## config.mk

```make
export PLATFORM = sky130hd
export DESIGN_NAME = irq_entry_seq
export DESIGN_NICKNAME = d
export VERILOG_FILES = /design/src/rtl/irq_entry_pkg.sv /design/src/rtl/irq_prio_pick.sv /design/src/rtl/irq_vec_addr.sv /design/src/rtl/irq_stack_ptr.sv /design/src/rtl/irq_entry_seq.sv
export SDC_FILE = /design/constraint.sdc
export NUM_CORES = 1
export LEC_CHECK = 0
export BUFFER_PORTS_ARGS = -buffer_cell sky130_fd_sc_hd__buf_4
export CORE_ASPECT_RATIO = 0.8
export CORE_MARGIN = 2
export CORE_UTILIZATION = 55
export DETAILED_ROUTE_END_ITERATION = 7
export GPL_ROUTABILITY_DRIVEN = 0
export PLACE_DENSITY = 0.93
export SLEW_MARGIN = 5
export SYNTH_ARGS = -nofsm -noshare
export SYNTH_HDL_FRONTEND = slang
export SYNTH_SLANG_ARGS = --single-unit
```

## constraint.sdc

```tcl
create_clock -name clk -period 3.1 [get_ports clk]
set_input_delay 0.155 -clock clk [delete_from_list [all_inputs] [get_ports clk]]
set_output_delay 0.155 -clock clk [all_outputs]
set_load 0.005 [all_outputs]
```

## src/rtl/irq_entry_pkg.sv

```systemverilog
package irq_entry_pkg;

    localparam int BYTE_W = 8;
    localparam int PC_W   = 2 * BYTE_W;

    typedef enum logic [3:0] {
        ST_IDLE,
        ST_ARMED,
        ST_PUSH_PCL,
        ST_PUSH_PCH,
        ST_PUSH_X,
        ST_PUSH_A,
        ST_PUSH_CCR,
        ST_VEC_HI,
        ST_VEC_LO,
        ST_VEC_CAP,
        ST_DONE
    } entry_state_e;

    typedef struct packed {
        logic [PC_W-1:0]   pc;
        logic [BYTE_W-1:0] x;
        logic [BYTE_W-1:0] a;
        logic [BYTE_W-1:0] ccr;
    } cpu_ctx_t;

endpackage

```

## src/rtl/irq_prio_pick.sv

```systemverilog
module irq_prio_pick #(
    parameter int NUM_SRC = 8,
    parameter int IDX_W   = 3
) (
    input  logic [NUM_SRC-1:0] req,
    output logic               any,
    output logic [IDX_W-1:0]   idx
);

    logic [NUM_SRC-1:0] chain_any;
    logic [IDX_W-1:0]   chain_idx [NUM_SRC];

    assign chain_any[0] = req[0];
    assign chain_idx[0] = '0;

    // Higher source number overrides lower: it owns the lower vector slot.
    generate
        for (genvar i = 1; i < NUM_SRC; i++) begin : g_stage
            assign chain_any[i] = chain_any[i-1] | req[i];
            assign chain_idx[i] = req[i] ? IDX_W'(i) : chain_idx[i-1];
        end
    endgenerate

    assign any = chain_any[NUM_SRC-1];
    assign idx = chain_idx[NUM_SRC-1];

endmodule

```

## src/rtl/irq_vec_addr.sv

```systemverilog
module irq_vec_addr #(
    parameter int          ADDR_W  = 16,
    parameter int          IDX_W   = 3,
    parameter int unsigned VEC_TOP = 32'h0001_0000
) (
    input  logic [IDX_W-1:0]  src,
    output logic [ADDR_W-1:0] slot
);

    logic [31:0] full_addr;

    always_comb begin
        full_addr = VEC_TOP - (32'(src) + 32'd1) * 32'd2;
        slot      = full_addr[ADDR_W-1:0];
    end

endmodule

```

## src/rtl/irq_stack_ptr.sv

```systemverilog
module irq_stack_ptr #(
    parameter int                ADDR_W   = 16,
    parameter logic [ADDR_W-1:0] SP_RESET = '1
) (
    input  logic              clk,
    input  logic              rst_n,
    input  logic              dec,
    output logic [ADDR_W-1:0] sp
);

    always_ff @(posedge clk) begin
        if (!rst_n) begin
            sp <= SP_RESET;
        end else if (dec) begin
            sp <= sp - ADDR_W'(1);
        end
    end

endmodule

```

## src/rtl/irq_entry_seq.sv

```systemverilog
module irq_entry_seq
    import irq_entry_pkg::*;
#(
    parameter int                NUM_SRC  = 8,
    parameter int                ADDR_W   = 16,
    parameter logic [ADDR_W-1:0] SP_RESET = 16'h01FF,
    parameter int unsigned       VEC_TOP  = 32'h0001_0000
) (
    input  logic               clk,
    input  logic               rst_n,
    input  logic [NUM_SRC-1:0] irq_req,
    input  logic               imask,
    input  logic               insn_end,
    input  logic [15:0]        pc_in,
    input  logic [7:0]         x_in,
    input  logic [7:0]         a_in,
    input  logic [7:0]         ccr_in,
    output logic               mem_we,
    output logic               mem_re,
    output logic [ADDR_W-1:0]  mem_addr,
    output logic [7:0]         mem_wdata,
    input  logic [7:0]         mem_rdata,
    output logic [ADDR_W-1:0]  sp,
    output logic               imask_set,
    output logic               busy,
    output logic               done,
    output logic [15:0]        new_pc
);

    localparam int IDX_W = (NUM_SRC > 1) ? $clog2(NUM_SRC) : 1;

    entry_state_e state_q, state_d;

    logic              pend_any;
    logic [IDX_W-1:0]  pend_idx;
    logic              take;
    logic              boundary_hit;
    logic [IDX_W-1:0]  win_q;
    logic [ADDR_W-1:0] slot_addr;
    cpu_ctx_t          ctx_q;
    logic [7:0]        vec_hi_q;
    logic [15:0]       new_pc_q;

    irq_prio_pick #(
        .NUM_SRC (NUM_SRC),
        .IDX_W   (IDX_W)
    ) u_pick (
        .req (irq_req),
        .any (pend_any),
        .idx (pend_idx)
    );

    irq_vec_addr #(
        .ADDR_W  (ADDR_W),
        .IDX_W   (IDX_W),
        .VEC_TOP (VEC_TOP)
    ) u_vaddr (
        .src  (win_q),
        .slot (slot_addr)
    );

    irq_stack_ptr #(
        .ADDR_W   (ADDR_W),
        .SP_RESET (SP_RESET)
    ) u_sp (
        .clk   (clk),
        .rst_n (rst_n),
        .dec   (mem_we),
        .sp    (sp)
    );

    assign take         = pend_any && !imask;
    assign boundary_hit = (state_q == ST_ARMED) && take && insn_end;

    // State register
    always_ff @(posedge clk) begin
        if (!rst_n) begin
            state_q <= ST_IDLE;
        end else begin
            state_q <= state_d;
        end
    end

    // Next-state logic
    always_comb begin
        state_d = state_q;
        unique case (state_q)
            ST_IDLE: begin
                if (take) state_d = ST_ARMED;
            end
            ST_ARMED: begin
                if (!take)         state_d = ST_IDLE;
                else if (insn_end) state_d = ST_PUSH_PCL;
            end
            ST_PUSH_PCL: state_d = ST_PUSH_PCH;
            ST_PUSH_PCH: state_d = ST_PUSH_X;
            ST_PUSH_X:   state_d = ST_PUSH_A;
            ST_PUSH_A:   state_d = ST_PUSH_CCR;
            ST_PUSH_CCR: state_d = ST_VEC_HI;
            ST_VEC_HI:   state_d = ST_VEC_LO;
            ST_VEC_LO:   state_d = ST_VEC_CAP;
            ST_VEC_CAP:  state_d = ST_DONE;
            ST_DONE:     state_d = ST_IDLE;
            default:     state_d = ST_IDLE;
        endcase
    end

    // Context, winner and vector capture
    always_ff @(posedge clk) begin
        if (!rst_n) begin
            ctx_q    <= '0;
            win_q    <= '0;
            vec_hi_q <= '0;
            new_pc_q <= '0;
        end else begin
            if (boundary_hit) begin
                ctx_q.pc  <= pc_in;
                ctx_q.x   <= x_in;
                ctx_q.a   <= a_in;
                ctx_q.ccr <= ccr_in;
                win_q     <= pend_idx;
            end
            if (state_q == ST_VEC_LO) begin
                vec_hi_q <= mem_rdata;
            end
            if (state_q == ST_VEC_CAP) begin
                new_pc_q <= {vec_hi_q, mem_rdata};
            end
        end
    end

    // Output decode
    always_comb begin
        mem_we    = 1'b0;
        mem_re    = 1'b0;
        mem_addr  = '0;
        mem_wdata = '0;
        imask_set = 1'b0;
        busy      = 1'b0;
        done      = 1'b0;
        unique case (state_q)
            ST_IDLE, ST_ARMED: begin
            end
            ST_PUSH_PCL: begin
                busy      = 1'b1;
                mem_we    = 1'b1;
                mem_addr  = sp;
                mem_wdata = ctx_q.pc[7:0];
            end
            ST_PUSH_PCH: begin
                busy      = 1'b1;
                mem_we    = 1'b1;
                mem_addr  = sp;
                mem_wdata = ctx_q.pc[15:8];
            end
            ST_PUSH_X: begin
                busy      = 1'b1;
                mem_we    = 1'b1;
                mem_addr  = sp;
                mem_wdata = ctx_q.x;
            end
            ST_PUSH_A: begin
                busy      = 1'b1;
                mem_we    = 1'b1;
                mem_addr  = sp;
                mem_wdata = ctx_q.a;
            end
            ST_PUSH_CCR: begin
                busy      = 1'b1;
                mem_we    = 1'b1;
                mem_addr  = sp;
                mem_wdata = ctx_q.ccr;
            end
            ST_VEC_HI: begin
                busy      = 1'b1;
                imask_set = 1'b1;
                mem_re    = 1'b1;
                mem_addr  = slot_addr;
            end
            ST_VEC_LO: begin
                busy     = 1'b1;
                mem_re   = 1'b1;
                mem_addr = slot_addr + ADDR_W'(1);
            end
            ST_VEC_CAP: begin
                busy = 1'b1;
            end
            ST_DONE: begin
                done = 1'b1;
            end
            default: begin
            end
        endcase
    end

    assign new_pc = new_pc_q;

endmodule

```

After elaboration in Yosys (flattened, before gate mapping)
Cells that the tools add are included.
{"block": "totals", "output_inout_bits": 61, "regBits": 87}
{"block": "op_classes", "n_bitwise": 7, "n_reduce_logical": 9, "n_addsub": 4, "n_eq_ne": 12, "muxes": 18}
{"cell": "$pmux 16 s3", "n": 1}
{"cell": "$pmux 4 s10", "n": 1}
{"cell": "$pmux 8 s5", "n": 1}
{"cell": "$mux 3", "n": 6}
{"cell": "$add 16x1->16 const B", "n": 1}
{"cell": "$eq 4x3->1 const B", "n": 4}
{"cell": "$sub 1x16->16 const A", "n": 1}
{"cell": "$sub 16x1->16 const B", "n": 1}
{"cell": "$eq 4x4->1 const B", "n": 3}
{"cell": "$mux 4", "n": 3}
{"cell": "$eq 4x2->1 const B", "n": 2}
{"cell": "$reduce_or 8->1", "n": 1}
{"cell": "$or 1x1->1", "n": 7}
{"cell": "$mux 1", "n": 6}
{"cell": "$reduce_or 5->1", "n": 1}
{"cell": "$add 3x1->4 const B", "n": 1}
{"cell": "$eq 4x1->1 const B", "n": 1}
{"cell": "$logic_not 4->1", "n": 1}
{"cell": "$logic_and 1x1->1", "n": 3}
{"cell": "$ne 3x3->1 const B", "n": 1}
{"cell": "$ne 2x2->1 const B", "n": 1}
{"cell": "$reduce_and 2->1", "n": 1}
{"cell": "$reduce_or 2->1", "n": 1}
{"cell": "$logic_not 1->1", "n": 1}

Depth between registers and ports, before layout
Gate-level depths: netlist of the first run.
{"block": "logic_depth", "word_depth": 10, "ltp_mapped": 8}

By module
From an unflattened synthesis of the first run, not the netlist that was laid out.
{"block": "hier_totals", "cells_unflattened": 592, "hier_area_um2": 4660.7}
{"module": "irq_entry_seq", "cells_per_inst": 470, "area_each_um2": 3694.8, "n_inst": 1}
{"module": "irq_stack_ptr", "cells_per_inst": 82, "area_each_um2": 709.4, "n_inst": 1}
{"module": "irq_vec_addr", "cells_per_inst": 28, "area_each_um2": 198.9, "n_inst": 1}
{"module": "irq_prio_pick", "cells_per_inst": 12, "area_each_um2": 57.6, "n_inst": 1}

Worst setup path before layout of the first run
No wires, ideal clock.
{"block": "synth_path", "path_kind": "register -> register", "start": "reg u_sp.sp[9]", "end": "reg u_sp.sp[15]", "path_buffers": 0, "stages_incl_launch_ff": 5, "setup_ns": 0.070, "path_slack_ns": 1.301, "arrival_ns": 1.729, "path_cell_list": "dfxtp_1 > or4_4 > or3_1 > or4_1 > a21oi_1"}
{"block": "synth_via", "elab_chain_len": 1}
{"element": "start, declared", "line": "irq_stack_ptr.sv:8", "source": "output logic [ADDR_W-1:0] sp"}
{"element": "start signal, assigned", "line": "irq_stack_ptr.sv:15", "source": "sp <= sp - ADDR_W'(1);"}
{"element": "$sub 16x1->16", "line": "irq_stack_ptr.sv:15"}
Every way passes these cells.
A chain may end at the register's enable or synchronous reset.

Worst setup path after layout of the first run
{"block": "layout_path", "start": "reg state_q[1]", "end": "out mem_addr[9]"}
{"block": "layout_via", "elab_chain_len": 3, "word_cells_on_any_way": 9}
{"element": "start, declared", "line": "irq_entry_seq.sv:32", "source": "entry_state_e state_q, state_d;"}
{"element": "start signal, assigned", "line": "irq_entry_seq.sv:80", "source": "state_q <= state_d;"}
{"element": "$eq 4x3->1 or $eq 4x2->1 (tied branches)", "line": "irq_entry_seq.sv:141", "source": "unique case (state_q)"}
{"element": "$reduce_or 5->1 (no source line)"}
{"element": "$pmux 16 s3 (*)", "line": "irq_entry_seq.sv:141"}
{"element": "end, declared", "line": "irq_entry_seq.sv:20", "source": "output logic [ADDR_W-1:0] mem_addr,"}
Every way passes the cells marked *; elsewhere a longest branch is shown, timed or not.

==> results of run 1 <==
[cells by family (layout without fill, tap and decap cells)]
family	count (synthesis)	in the layout	share of synthesized area
fa+ha+maj	3	3	0.00945
simple gates	177	177	0.205
buf+inv	39	148	0.0444
flops	87	87	0.438
mux	54	54	0.136
compound gates	94	94	0.146
xor+xnor	9	9	0.0198
[cell type report]
cell class,count,area (um2)
clock inverters,7,55.1
multi-input cells,337,2050
repair buffers,124,943
fillers,480,1870
well taps,87,109
flip-flops and latches,87,1740
inverters,8,30.0
clock buffers,9,124
[sequential cells by signal, indices dropped and copies added (netlist names)]
signal,flops
u_sp.sp,16
ctx_q,40
win_q,3
state_q,4
new_pc,16
vec_hi_q,8
[worst min-delay path by stage]
stage	startpoint	end	slack, ns
after floorplan	mem_rdata[0]	vec_hi_q[0]$_SDFFE_PN0N_	0.29
after global placement	pc_in[6]	ctx_q[30]$_SDFFE_PN0P_	0.39
after detailed placement	pc_in[3]	ctx_q[27]$_SDFFE_PN0P_	0.40
after CTS	pc_in[3]	ctx_q[27]$_SDFFE_PN0P_	0.02
after global routing	pc_in[9]	ctx_q[33]$_SDFFE_PN0P_	0.01
final	pc_in[3]	ctx_q[27]$_SDFFE_PN0P_	0.03
[synthesized netlist by cell type, drive strengths merged, types with 2 or more instances]
cell    number  area (um2)
a21o        12        91.3
a21oi       42         210
a221oi       3        26.3
a22oi        3        22.5
a31oi        2        12.5
buf         14        72.6
clkbuf      16        61.3
dfxtp       87        1740
ha           3        37.5
inv          8        30.0
mux2i       54         541
nand2       72         270
nand2b       5        31.3
nand3        9        45.0
nand4        3        18.8
nor2        57         214
nor2b        5        31.3
nor3         3        15.0
nor4         3        18.8
nor4b        2        32.5
o211ai       2        15.0
o21ai       12        60.1
o22ai        5        31.3
o31ai        6        45.0
or3          3        20.0
or4          8        67.6
xnor2        2        17.5
xor2         7        61.3
[critical path, delay by kind of cell, from the launching register on]
| kind | cells | cell delay, ns |
|---|---|---|
| AND/OR/NAND/NOR | 1 | 0.65 |
| AO/OA/AOI/OAI | 3 | 0.96 |
| flip-flops | 1 | 0.58 |
| buffers and inverters | 1 | 0.10 |
[layer usage]
metal | wire (um) | global-route usage | vias up
li1 | - | - | 1815
met1 | 4190 | 0.317 | 1728
met2 | 5100 | 0.450 | 137
met3 | 706 | 0.0884 | 17
met4 | 191 | 0.0836 | 0
met5 | 0 | 0 | -
[where the power goes]
group | internal [W] | total (W) | switching, W | leakage, nW
clock network | 0.000302 | 0.000730 | 0.000428 | 0.0923
registers | 0.00114 | 0.00116 | 0.0000215 | 0.703
logic | 0.000125 | 0.000239 | 0.000114 | 1.29
[metrics by stage]
step | hold WS (ns) | power [W]
final | 0.0266 | 0.00213
after global placement | 0.387 | 0.00141
after CTS | 0.0190 | 0.00213
after detailed placement | 0.397 | 0.00142
after global routing | 0.0140 | 0.00222
after floorplan | 0.291 | 0.00130
==> impl_summary.txt, run 1 <==
----------------------------------------------------
[Outcome]
  Run status ... finished clean

[Synthesis]
  Post-Syn Nets ... 526
  Post-synth EDFFs ... 0
  Proportion of synthesized flip-flops having asynchronous set or reset ... 0
  Leading register cell type out of synthesis ... sky130_fd_sc_hd__dfxtp_1
  Count of state elements after synthesis ... 87
  Count of warnings emitted by yosys ... 0
  Part of the Yosys area used for sequential elements ... 0.438
  Instance count of the mapped netlist ... 463
  Library cells used by synthesis ... 51
  Avg Inst Size Synth ... 8.58 um2
  Post-synthesis cell area ... 3970 um2

[Floorplan]
  Die footprint ... 7920 um2
  Die width ... 99.0 um
  Effective utilization at floorplan ... 0.574
  Die extent in y ... 80.0 um
  Boundary pin count ... 121
  Standard-cell rows ... 27
  Floorplan Core Area ... 6930 um2

[STA]
  RSZ-0062 raised after global routing ... no
  Final setup skew ... 0.00546 ns
  Post-route fraction of the period consumed by the critical path ... 0.903
  Post-route setup TNS ... 0 ns
  Hold Vio Cnt, Final ... 0
  Max-slew violation count ... 0
  Slew at the pin with the worst max-slew slack ... 0.834 ns
  Final Critical Period ... 2.80 ns
  Final setup violation count ... 0
  Final setup slack of the worst path ... 0.300 ns
  Highest achievable clock rate ... 357 MHz
  Max_slew headroom ... 0.443

[Critical path]
  Nature of the critical path startpoint ... register
  Start point of the critical path ... state_q[1]$_SDFFE_PN0P_
  Arrival @ worst endpoint ... 2.65 ns
  Slowest CP cell ... sky130_fd_sc_hd__nor4b_4
  Critical path cell sequence ... nor4b_4, a31oi_1, a31oi_1, a21o_2, buf_4
  Endpoint of the most critical setup path ... mem_addr[9]
  Critical path data required time ... 2.94 ns
  CP peak stage delay ... 0.65 ns
  FF-to-FF Start ... state_q[1]$_SDFFE_PN0P_
  Setup Crit Path Kind ... reg2out
  Depth of the worst register-to-register path ... 4
  Worst setup EP type ... primary output
  R2r endpoint ... u_sp.sp[15]$_SDFFE_PN0N_
  Crit-path max FO ... 21
  Worst-case register-to-register setup slack ... 0.88 ns
  Cell repeated most along the worst path ... sky130_fd_sc_hd__a31oi_1

[Global route]
  Antenna violations before repair ... 0
  Pin count of the biggest net entering global routing ... 46
  Residual overflow from global routing ... 0
  Total Routing Usage GR ... 0.264
  Via count of the first global-routing pass ... 3559
  Wire length of the first global-routing pass ... 16.8 mm

[Layout]
  Commonest non-fill, non-tap cell in the layout ... sky130_fd_sc_hd__buf_4
  Layout cell share with drive strength beyond 1 ... 0.262
  Non-filler cells, final ... 659
  Commonest cells after routing, fill and taps aside ... sky130_fd_sc_hd__buf_4, sky130_fd_sc_hd__dfxtp_1, sky130_fd_sc_hd__nand2_1
  Final layout net count ... 630
  Area growth syn-to-layout ... 27.3%
  Final core area utilization ... 0.730
  Design area ... 5060 um2
  Antenna diodes ... 0

[Clocking]
  Latest clock arrival within the worst-skew pair ... 0.36 ns
  CTS Sinks ... 87
  Clock tree from TritonCTS ... built
  Post-CTS setup-driven buffer insertion count ... 0
  CTS clock-pin slew for the worst setup and hold paths ... 0.09 ns
  Clock root cell ... sky130_fd_sc_hd__clkbuf_8
  Worst-case clock buffer depth ... 2
  Resize count post-CTS ... 0
  Count of hold buffers inserted by post-cts repair ... 0
  CTS Buf Count ... 9
  Deepest level of the CTS H-tree ... 3

[Place]
  Post-place setup slack ... 0.708 ns
  Sum of net half-perimeters after detailed placement ... 7.24 mm
  Post-DP Area ... 4880 um2
  Placed insts ... 643
  Port Buffer Count ... 120

[Drt]
  # DRC ... 0
  Total wire length after detailed routing ... 10.2 mm
  Average via count per standard cell ... 5.61
  DRC violation total after the first TritonRoute iteration ... 234
  Residual antenna-violating net count after detailed routing ... 0
  Detailed-route wire length per cell ... 15.4 um
  Number of detailed-route iterations in the first pass ... 5
  Number of vias after detailed routing ... 3697

[Flow run]
  Max Cap Viol ... 0

[Hold path]
  Worst Hold Class ... in2reg
  Number of cells on the worst hold path ... 3

[Power]
  Leakage Power ... 2.08 nW
  Maximum ir drop on the vdd rail ... 0.336 mV
  Ratio of total power to cell area ... 421 nW/um2

----------------------------------------------------
Power figures use the tool's default switching activity.
==> run 2: changes to the inputs <==
--- a/config.mk
+++ b/config.mk
@@ -5,13 +5,14 @@
 export SDC_FILE = /design/constraint.sdc
 export NUM_CORES = 1
 export LEC_CHECK = 0
-export BUFFER_PORTS_ARGS = -buffer_cell sky130_fd_sc_hd__buf_4
 export CORE_ASPECT_RATIO = 0.8
 export CORE_MARGIN = 2
 export CORE_UTILIZATION = 55
+export CTS_CLUSTER_SIZE = 24
 export DETAILED_ROUTE_END_ITERATION = 7
+export DONT_BUFFER_PORTS = 1
 export GPL_ROUTABILITY_DRIVEN = 0
-export PLACE_DENSITY = 0.93
+export PLACE_DENSITY = 0.78
 export SLEW_MARGIN = 5
 export SYNTH_ARGS = -nofsm -noshare
 export SYNTH_HDL_FRONTEND = slang
==> run 2 against run 1 <==
Net effect:
- first-iteration DRC count down 13%
- die area unchanged
- flip-flop and latch count unchanged
- global-route usage down 1.2 points
- via count down 5.6%
==> impl_summary.txt, run 2 (synthesis results as in run 1) <==
----------------------------------------------------
[Clocking]
  CTS clock-pin slew for the worst setup and hold paths ... 0.08 ns (was 0.09 ns)
  CTS Buf Count ... 9 (unchanged)
  Worst-case clock buffer depth ... 2 (unchanged)
  Clock root cell ... sky130_fd_sc_hd__clkbuf_8 (unchanged)
  Latest clock arrival within the worst-skew pair ... 0.37 ns (was 0.36 ns)
  Deepest level of the CTS H-tree ... 3 (unchanged)
  Post-CTS setup-driven buffer insertion count ... 0 (unchanged)
  CTS Sinks ... 87 (unchanged)
  Clock tree from TritonCTS ... built (unchanged)
  Resize count post-CTS ... 0 (unchanged)

[STA]
  Final setup skew ... 0.00935 ns (was 0.00546 ns)
  Hold Vio Cnt, Final ... 0 (unchanged)
  Final setup violation count ... 0 (unchanged)
  Slew at the pin with the worst max-slew slack ... 0.884 ns (was 0.834 ns)
  Max_slew headroom ... 0.410 (was 0.443)
  RSZ-0062 raised after global routing ... no (unchanged)
  Post-route fraction of the period consumed by the critical path ... 0.906 (was 0.903)
  Highest achievable clock rate ... 356 MHz (was 357 MHz)
  Final Critical Period ... 2.81 ns (was 2.80 ns)
  Max-slew violation count ... 0 (unchanged)
  Post-route setup TNS ... 0 ns (unchanged)
  Final setup slack of the worst path ... 0.290 ns (was 0.300 ns)

[Drt]
  Detailed-route wire length per cell ... 17.1 um (was 15.4 um)
  Total wire length after detailed routing ... 10.1 mm (was 10.2 mm)
  Number of detailed-route iterations in the first pass ... 4 (was 5)
  Number of vias after detailed routing ... 3489 (was 3697)
  Residual antenna-violating net count after detailed routing ... 0 (unchanged)
  # DRC ... 0 (unchanged)
  Average via count per standard cell ... 5.91 (was 5.61)
  DRC violation total after the first TritonRoute iteration ... 203 (was 234)

[Global route]
  Wire length of the first global-routing pass ... 15.8 mm (was 16.8 mm)
  Pin count of the biggest net entering global routing ... 52 (was 46)
  Residual overflow from global routing ... 0 (unchanged)
  Total Routing Usage GR ... 0.252 (was 0.264)
  Via count of the first global-routing pass ... 3286 (was 3559)
  Antenna violations before repair ... 0 (unchanged)

[Place]
  Sum of net half-perimeters after detailed placement ... 6.54 mm (was 7.24 mm)
  Port Buffer Count ... 0 (was 120)
  Post-DP Area ... 3980 um2 (was 4880 um2)
  Post-place setup slack ... 0.732 ns (was 0.708 ns)

[Critical path]
  Critical path cell sequence ... nor4b_4, a31oi_1, a31oi_1, a21o_2 (was nor4b_4, a31oi_1, a31oi_1, a21o_2, buf_4)
  Crit-path max FO ... 18 (was 21)
  Setup Crit Path Kind ... reg2out (unchanged)
  Cell type group with the largest total delay on the critical path ... compound AO/OA/AOI/OAI gates (unchanged)
  CP peak stage delay ... 0.67 ns (was 0.65 ns)
  Arrival @ worst endpoint ... 2.65 ns (about the same)
  Worst setup EP type ... primary output (unchanged)
  Slowest CP cell ... sky130_fd_sc_hd__dfxtp_1 (was sky130_fd_sc_hd__nor4b_4)
  Cell repeated most along the worst path ... sky130_fd_sc_hd__a31oi_1 (unchanged)
  Worst path buffer plus inverter count ... 0 (was 1)
  Nature of the critical path startpoint ... register (unchanged)
  Critical path data required time ... 2.94 ns (about the same)

[Floorplan]
  Die width ... 99.0 um (unchanged)
  Floorplan Core Area ... 6930 um2 (unchanged)
  Die footprint ... 7920 um2 (unchanged)
  Effective utilization at floorplan ... 0.574 (unchanged)
  Standard-cell rows ... 27 (unchanged)
  Boundary pin count ... 121 (unchanged)
  Die extent in y ... 80.0 um (unchanged)

[Layout]
  Design area ... 4690 um2 (was 5060 um2)
  Commonest non-fill, non-tap cell in the layout ... sky130_fd_sc_hd__dfxtp_1 (was sky130_fd_sc_hd__buf_4)
  Antenna diodes ... 0 (unchanged)
  Final core area utilization ... 0.677 (was 0.730)
  Layout cell share with drive strength beyond 1 ... 0.0577 (was 0.262)
  Commonest cells after routing, fill and taps aside ... sky130_fd_sc_hd__dfxtp_1, sky130_fd_sc_hd__nand2_1, sky130_fd_sc_hd__nor2_1 (was sky130_fd_sc_hd__buf_4, sky130_fd_sc_hd__dfxtp_1, sky130_fd_sc_hd__nand2_1)
  Max FFs per register ... 40 (unchanged)
  Final layout net count ... 561 (was 630)
  Area growth syn-to-layout ... 18.0% (was 27.3%)
  Biggest register ... ctx_q (unchanged)

[Hold path]
  Worst Hold Class ... in2reg (unchanged)

[Power]
  Maximum ir drop on the vdd rail ... 0.317 mV (was 0.336 mV)
  Ratio of total power to cell area ... 461 nW/um2 (was 421 nW/um2)
  Leakage Power ... 1.69 nW (was 2.08 nW)

[Outcome]
  Run status ... finished clean (unchanged)

[Flow run]
  Max Cap Viol ... 0 (unchanged)

----------------------------------------------------
## run 2: per-layer routing
| layer | vias up | GRT usage | part of all wire |
|---|---|---|---|
| met5 | - | 0 | 0 |
| met4 | 0 | 0.0767 | 0.016 |
| met3 | 16 | 0.0823 | 0.068 |
| met2 | 113 | 0.405 | 0.47 |
| met1 | 1673 | 0.324 | 0.44 |
| li1 | 1687 | - | - |
## run 2: what timing repair did
item / in CTS / in global routing
hold buffers: 51 / 0
endpoints found under the setup margin: 0 / 0
endpoints found under the hold margin: 72 / 0
## run 2: final cells by class
class | instances | area (um2)
Fill cell | 562 | 2240
Multi-Input combinational cell | 337 | 2050
Sequential cell | 87 | 1740
Timing Repair Buffer | 55 | 553
Clock buffer | 10 | 128
Tap cell | 87 | 109
Clock inverter | 6 | 70.1
Inverter | 8 | 30.0
## run 2: power breakdown
part,internal [W],switching (W)
sequential,0.00114,0.0000219
clock,0.000378,0.000416
combinational,0.000102,0.000105
## run 2: final timing paths
kind,from,endpoint,slack (ns),cells past startpoint
setup / recovery,state_q[3]$_SDFFE_PN0P_,mem_addr[9],0.29,4
hold / removal,irq_req[5],win_q[1]$_SDFFE_PN0P_,0.02,3
setup reg to reg,state_q[1]$_SDFFE_PN0P_,u_sp.sp[15]$_SDFFE_PN0N_,0.82,5
hold reg to reg,vec_hi_q[2]$_SDFFE_PN0N_,new_pc[10]$_SDFFE_PN0P_,0.45,2
## run 2: tightest hold or removal path, delay by kind of cell
| family | cells | cell delay [ns] |
|---|---|---|
| simple gates | 1 | 0.02 |
| compound gates | 2 | 0.15 |
## run 2: metrics by stage
stage	instances	total power, W	hold WS [ns]
5_1_grt	590	0.00223	0.0453
6_report	590	0.00216	0.0163
4_1_cts	590	0.00217	0.00547
3_5_place_dp	523	0.00133	0.223
2_1_floorplan	463	0.00130	0.291
3_3_place_gp	523	0.00132	0.220
==> run 3: changes to the inputs <==
--- a/config.mk
+++ b/config.mk
@@ -5,14 +5,15 @@
 export SDC_FILE = /design/constraint.sdc
 export NUM_CORES = 1
 export LEC_CHECK = 0
+export ABC_AREA = 1
 export CORE_ASPECT_RATIO = 0.8
 export CORE_MARGIN = 2
-export CORE_UTILIZATION = 55
+export CORE_UTILIZATION = 60
 export CTS_CLUSTER_SIZE = 24
 export DETAILED_ROUTE_END_ITERATION = 7
 export DONT_BUFFER_PORTS = 1
 export GPL_ROUTABILITY_DRIVEN = 0
-export PLACE_DENSITY = 0.78
+export PLACE_DENSITY = 0.84
 export SLEW_MARGIN = 5
 export SYNTH_ARGS = -nofsm -noshare
 export SYNTH_HDL_FRONTEND = slang
==> run 3 against run 2 <==
Net effect:
- first-iteration DRC count increased by 9.9%
- highest routed layer unchanged
- fmax increased by 17%
- largest power group unchanged
- utilization increased by 4.0 points
- design area increased by 4.4%
- die area decreased by 3.4%
- sequential power about the same
- critical path depth increased by 3
==> impl_summary.txt, run 3 <==
----------------------------------------------------
[Synthesis]
  Most numerous cell in the Yosys netlist ... sky130_fd_sc_hd__nor2_1 (was sky130_fd_sc_hd__dfxtp_1)
  Count of state elements after synthesis ... 87 (unchanged)
  Proportion of synthesized flip-flops having asynchronous set or reset ... 0 (unchanged)
  Count of warnings emitted by yosys ... 0 (unchanged)
  Largest cells by area after synthesis ... sky130_fd_sc_hd__dfxtp_1, sky130_fd_sc_hd__nor2_1, sky130_fd_sc_hd__nand2_1 (was sky130_fd_sc_hd__dfxtp_1, sky130_fd_sc_hd__mux2i_1, sky130_fd_sc_hd__nand2_1)
  Area share of the leading cell type in the synthesized netlist ... 0.417 (was 0.438)
  Post-synthesis cell type with the largest combined area ... sky130_fd_sc_hd__dfxtp_1 (unchanged)
  Instance count of the mapped netlist ... 664 (was 463)
  Leading register cell type out of synthesis ... sky130_fd_sc_hd__dfxtp_1 (unchanged)
  Post-synth EDFFs ... 0 (unchanged)
  Post-synthesis cell area ... 4180 um2 (was 3970 um2)
  Post-Syn Nets ... 727 (was 526)
  Commonest cells post-synth ... sky130_fd_sc_hd__nor2_1, sky130_fd_sc_hd__nand2_1, sky130_fd_sc_hd__dfxtp_1, sky130_fd_sc_hd__inv_1, sky130_fd_sc_hd__o21ai_0 (was sky130_fd_sc_hd__dfxtp_1, sky130_fd_sc_hd__nand2_1, sky130_fd_sc_hd__nor2_1, sky130_fd_sc_hd__mux2i_1, sky130_fd_sc_hd__a21oi_1)
  Library cells used by synthesis ... 27 (was 51)
  Avg Inst Size Synth ... 6.30 um2 (was 8.58 um2)
  Part of the Yosys area used for sequential elements ... 0.417 (was 0.438)

[STA]
  RSZ-0062 raised after global routing ... no (unchanged)
  Slew at the pin with the worst max-slew slack ... 1.11 ns (was 0.884 ns)
  Final Critical Period ... 2.40 ns (was 2.81 ns)
  Final setup skew ... 0.00790 ns (was 0.00935 ns)
  Max-slew violation count ... 0 (unchanged)
  Final setup violation count ... 0 (unchanged)
  Max_slew headroom ... 0.260 (was 0.410)
  Highest achievable clock rate ... 416 MHz (was 356 MHz)
  Post-route fraction of the period consumed by the critical path ... 0.775 (was 0.906)
  Hold Vio Cnt, Final ... 0 (unchanged)
  Post-route setup TNS ... 0 ns (unchanged)

[Place]
  Sum of net half-perimeters after detailed placement ... 6.87 mm (was 6.54 mm)
  Port Buffer Count ... 0 (unchanged)

[Clocking]
  Latest clock arrival within the worst-skew pair ... 0.36 ns (was 0.37 ns)
  CTS clock-pin slew for the worst setup and hold paths ... 0.10 ns (was 0.08 ns)
  Resize count post-CTS ... 0 (unchanged)
  Deepest level of the CTS H-tree ... 3 (unchanged)
  Worst-case clock buffer depth ... 2 (unchanged)
  CTS Sinks ... 87 (unchanged)
  Clock tree from TritonCTS ... built (unchanged)
  Clock root cell ... sky130_fd_sc_hd__clkbuf_8 (unchanged)
  CTS Buf Count ... 9 (unchanged)

[Layout]
  Commonest non-fill, non-tap cell in the layout ... sky130_fd_sc_hd__nor2_1 (was sky130_fd_sc_hd__dfxtp_1)
  Antenna diodes ... 0 (unchanged)
  Area growth syn-to-layout ... 17.0% (was 18.0%)
  Biggest register ... ctx_q (unchanged)
  Max FFs per register ... 40 (unchanged)
  Final layout net count ... 764 (was 561)
  Layout cell share with drive strength beyond 1 ... 0.0467 (was 0.0577)
  Commonest cells after routing, fill and taps aside ... sky130_fd_sc_hd__nor2_1, sky130_fd_sc_hd__nand2_1, sky130_fd_sc_hd__dfxtp_1 (was sky130_fd_sc_hd__dfxtp_1, sky130_fd_sc_hd__nand2_1, sky130_fd_sc_hd__nor2_1)

[Floorplan]
  Boundary pin count ... 121 (unchanged)
  Standard-cell rows ... 27 (unchanged)
  Die footprint ... 7660 um2 (was 7920 um2)
  Die width ... 97.3 um (was 99.0 um)
  Floorplan Core Area ... 6820 um2 (was 6930 um2)
  Die extent in y ... 78.7 um (was 80.0 um)
  Effective utilization at floorplan ... 0.613 (was 0.574)

[Power]
  Clock power frac ... 0.373 (was 0.368)
  Internal Power ... 0.00165 W (was 0.00162 W)
  Switching fraction of total power ... 0.278 (was 0.251)
  Leakage Power ... 2.36 nW (was 1.69 nW)
  Part of the power in registers ... 0.515 (was 0.536)
  Maximum ir drop on the vdd rail ... 0.315 mV (was 0.317 mV)
  Net switching power figure ... 0.000633 W (was 0.000543 W)
  Final total power ... 0.00228 W (was 0.00216 W)
  Power share of the combinational group ... 0.113 (was 0.096)
  Ratio of total power to cell area ... 466 nW/um2 (was 461 nW/um2)

[Critical path]
  Cell type group with the largest total delay on the critical path ... simple AND/OR/NAND/NOR gates (was compound AO/OA/AOI/OAI gates)
  Nature of the critical path startpoint ... register (unchanged)
  Setup Crit Path Kind ... reg2reg (was reg2out)
  Crit-path max FO ... 86 (was 18)
  CP peak stage delay ... 0.85 ns (was 0.67 ns)
  R2r endpoint ... ctx_q[19]$_SDFFE_PN0P_ (was u_sp.sp[15]$_SDFFE_PN0N_)
  Worst path buffer plus inverter count ... 1 (was 0)
  Worst-case register-to-register setup slack ... 0.70 ns (was 0.82 ns)
  FF-to-FF Start ... state_q[3]$_SDFFE_PN0P_ (was state_q[1]$_SDFFE_PN0P_)
  Worst setup EP type ... register (was primary output)
  Depth of the worst register-to-register path ... 7 (was 5)
  Slowest CP cell ... sky130_fd_sc_hd__nand4_4 (was sky130_fd_sc_hd__dfxtp_1)
  Critical path data required time ... 3.41 ns (was 2.94 ns)
  Arrival @ worst endpoint ... 2.71 ns (was 2.65 ns)
  Critical path cell sequence ... nor2_2, inv_2, nor2_2, nand4_4, nand2_1, nand2_1, nor2_1 (was nor4b_4, a31oi_1, a31oi_1, a21o_2)

[Drt]
  Average via count per standard cell ... 5.21 (was 5.91)
  Number of vias after detailed routing ... 4131 (was 3489)
  Detailed-route wire length per cell ... 13.8 um (was 17.1 um)
  DRC violation total after the first TritonRoute iteration ... 223 (was 203)
  Residual antenna-violating net count after detailed routing ... 0 (unchanged)
  # DRC ... 0 (unchanged)
  Total wire length after detailed routing ... 11.0 mm (was 10.1 mm)
  Number of detailed-route iterations in the first pass ... 5 (was 4)

[Global route]
  Pin count of the biggest net entering global routing ... 87 (was 52)
  Antenna violations before repair ... 0 (unchanged)
  Residual overflow from global routing ... 0 (unchanged)
  Via count of the first global-routing pass ... 3824 (was 3286)
  Total Routing Usage GR ... 0.289 (was 0.252)
  Wire length of the first global-routing pass ... 17.8 mm (was 15.8 mm)

[Flow run]
  Max Cap Viol ... 0 (unchanged)

[Hold path]
  Worst-case hold path end point ... win_q[0]$_SDFFE_PN0P_ (was win_q[1]$_SDFFE_PN0P_)
  Number of cells on the worst hold path ... 4 (was 3)
  Hold path startpoint ... irq_req[7] (was irq_req[5])
  Worst Hold Class ... in2reg (unchanged)

[Outcome]
  Run status ... finished clean (unchanged)

----------------------------------------------------
run 3: changes by cell type after synthesis, sizes merged, moves of 6 or more:
cell,delta
o21ai,+50
nand2,+94
nand3,+16
a21o,-12
a21oi,-30
xor2,-6
nor2,+123
o31ai,-6
or4,-8
inv,+77
mux2i,-54
run 3: power by group through the flow:
stage | Sequential, W | Combinational, W | Clock [W]
floorplan | 0.00119 | 0.000163 | 0
global placement | 0.00120 | 0.000172 | 0
detailed placement | 0.00120 | 0.000179 | 0
CTS | 0.00117 | 0.000249 | 0.000864
global route | 0.00118 | 0.000288 | 0.000905
finish | 0.00117 | 0.000257 | 0.000850
run 3: kinds of logic after synthesis:
| kind of cell | Yosys count | share of synthesized area |
|---|---|---|
| simple gates | 378 | 0.358 |
| buf+inv | 109 | 0.107 |
| flops | 87 | 0.417 |
| compound gates | 86 | 0.108 |
| fa+ha+maj | 3 | 0.00898 |
| xor+xnor | 1 | 0.00209 |
run 3: worst max path at each step:
stage / from / to / cells after the start / slack (ns)
CTS: state_q[3]$_SDFFE_PN0P_ / ctx_q[9]$_SDFFE_PN0P_ / 6 / 0.84
global placement: state_q[3]$_SDFFE_PN0P_ / ctx_q[8]$_SDFFE_PN0P_ / 6 / 0.92
floorplan: win_q[0]$_SDFFE_PN0P_ / mem_addr[4] / 6 / 1.55
global route: state_q[3]$_SDFFE_PN0P_ / ctx_q[15]$_SDFFE_PN0P_ / 6 / 0.51
finish: state_q[3]$_SDFFE_PN0P_ / ctx_q[19]$_SDFFE_PN0P_ / 7 / 0.70
detailed placement: state_q[3]$_SDFFE_PN0P_ / ctx_q[9]$_SDFFE_PN0P_ / 6 / 0.85
run 3: layout make-up:
type / instances / area (um2)
Multi-Input combinational cell: 468 / 2000
Fill cell: 545 / 1930
Sequential cell: 87 / 1740
Timing Repair Buffer: 49 / 508
Inverter: 86 / 323
Clock buffer: 9 / 124
Tap cell: 87 / 109
Clock inverter: 7 / 86.3
run 3: worst reg2reg max path: cells and delay by family, from the launching register on:
| kind | cells | cell delay (ns) |
|---|---|---|
| flip-flops | 1 | 0.36 |
| buffers and inverters | 1 | 0.07 |
| AND/OR/NAND/NOR | 6 | 1.92 |
run 3: what timing repair did:
item / in CTS / in global routing
buffers inserted: 0 / 0
hold endpoints to repair: 76 / 0
hold buffers: 49 / 0
run 3: per-layer routing:
| metal | GRT usage | up-vias | routed length, um |
|---|---|---|---|
| li1 | - | 2112 | - |
| met1 | 0.355 | 1830 | 4560 |
| met2 | 0.477 | 162 | 5200 |
| met3 | 0.0864 | 27 | 903 |
| met4 | 0.119 | 0 | 306 |
| met5 | 0 | - | 0 |
run 3: stage by stage:
stage	cells	area [um2]	util	setup WS, ns	hold WS, ns
after global placement	728	4170	0.612	0.922	0.250
after detailed placement	728	4170	0.612	0.851	0.253
after global routing	793	4890	0.717	0.513	0.0402
after floorplan	664	4180	-	1.55	0.290
after CTS	793	4890	0.717	0.838	0.0185
final	793	4890	0.717	0.696	0.0395
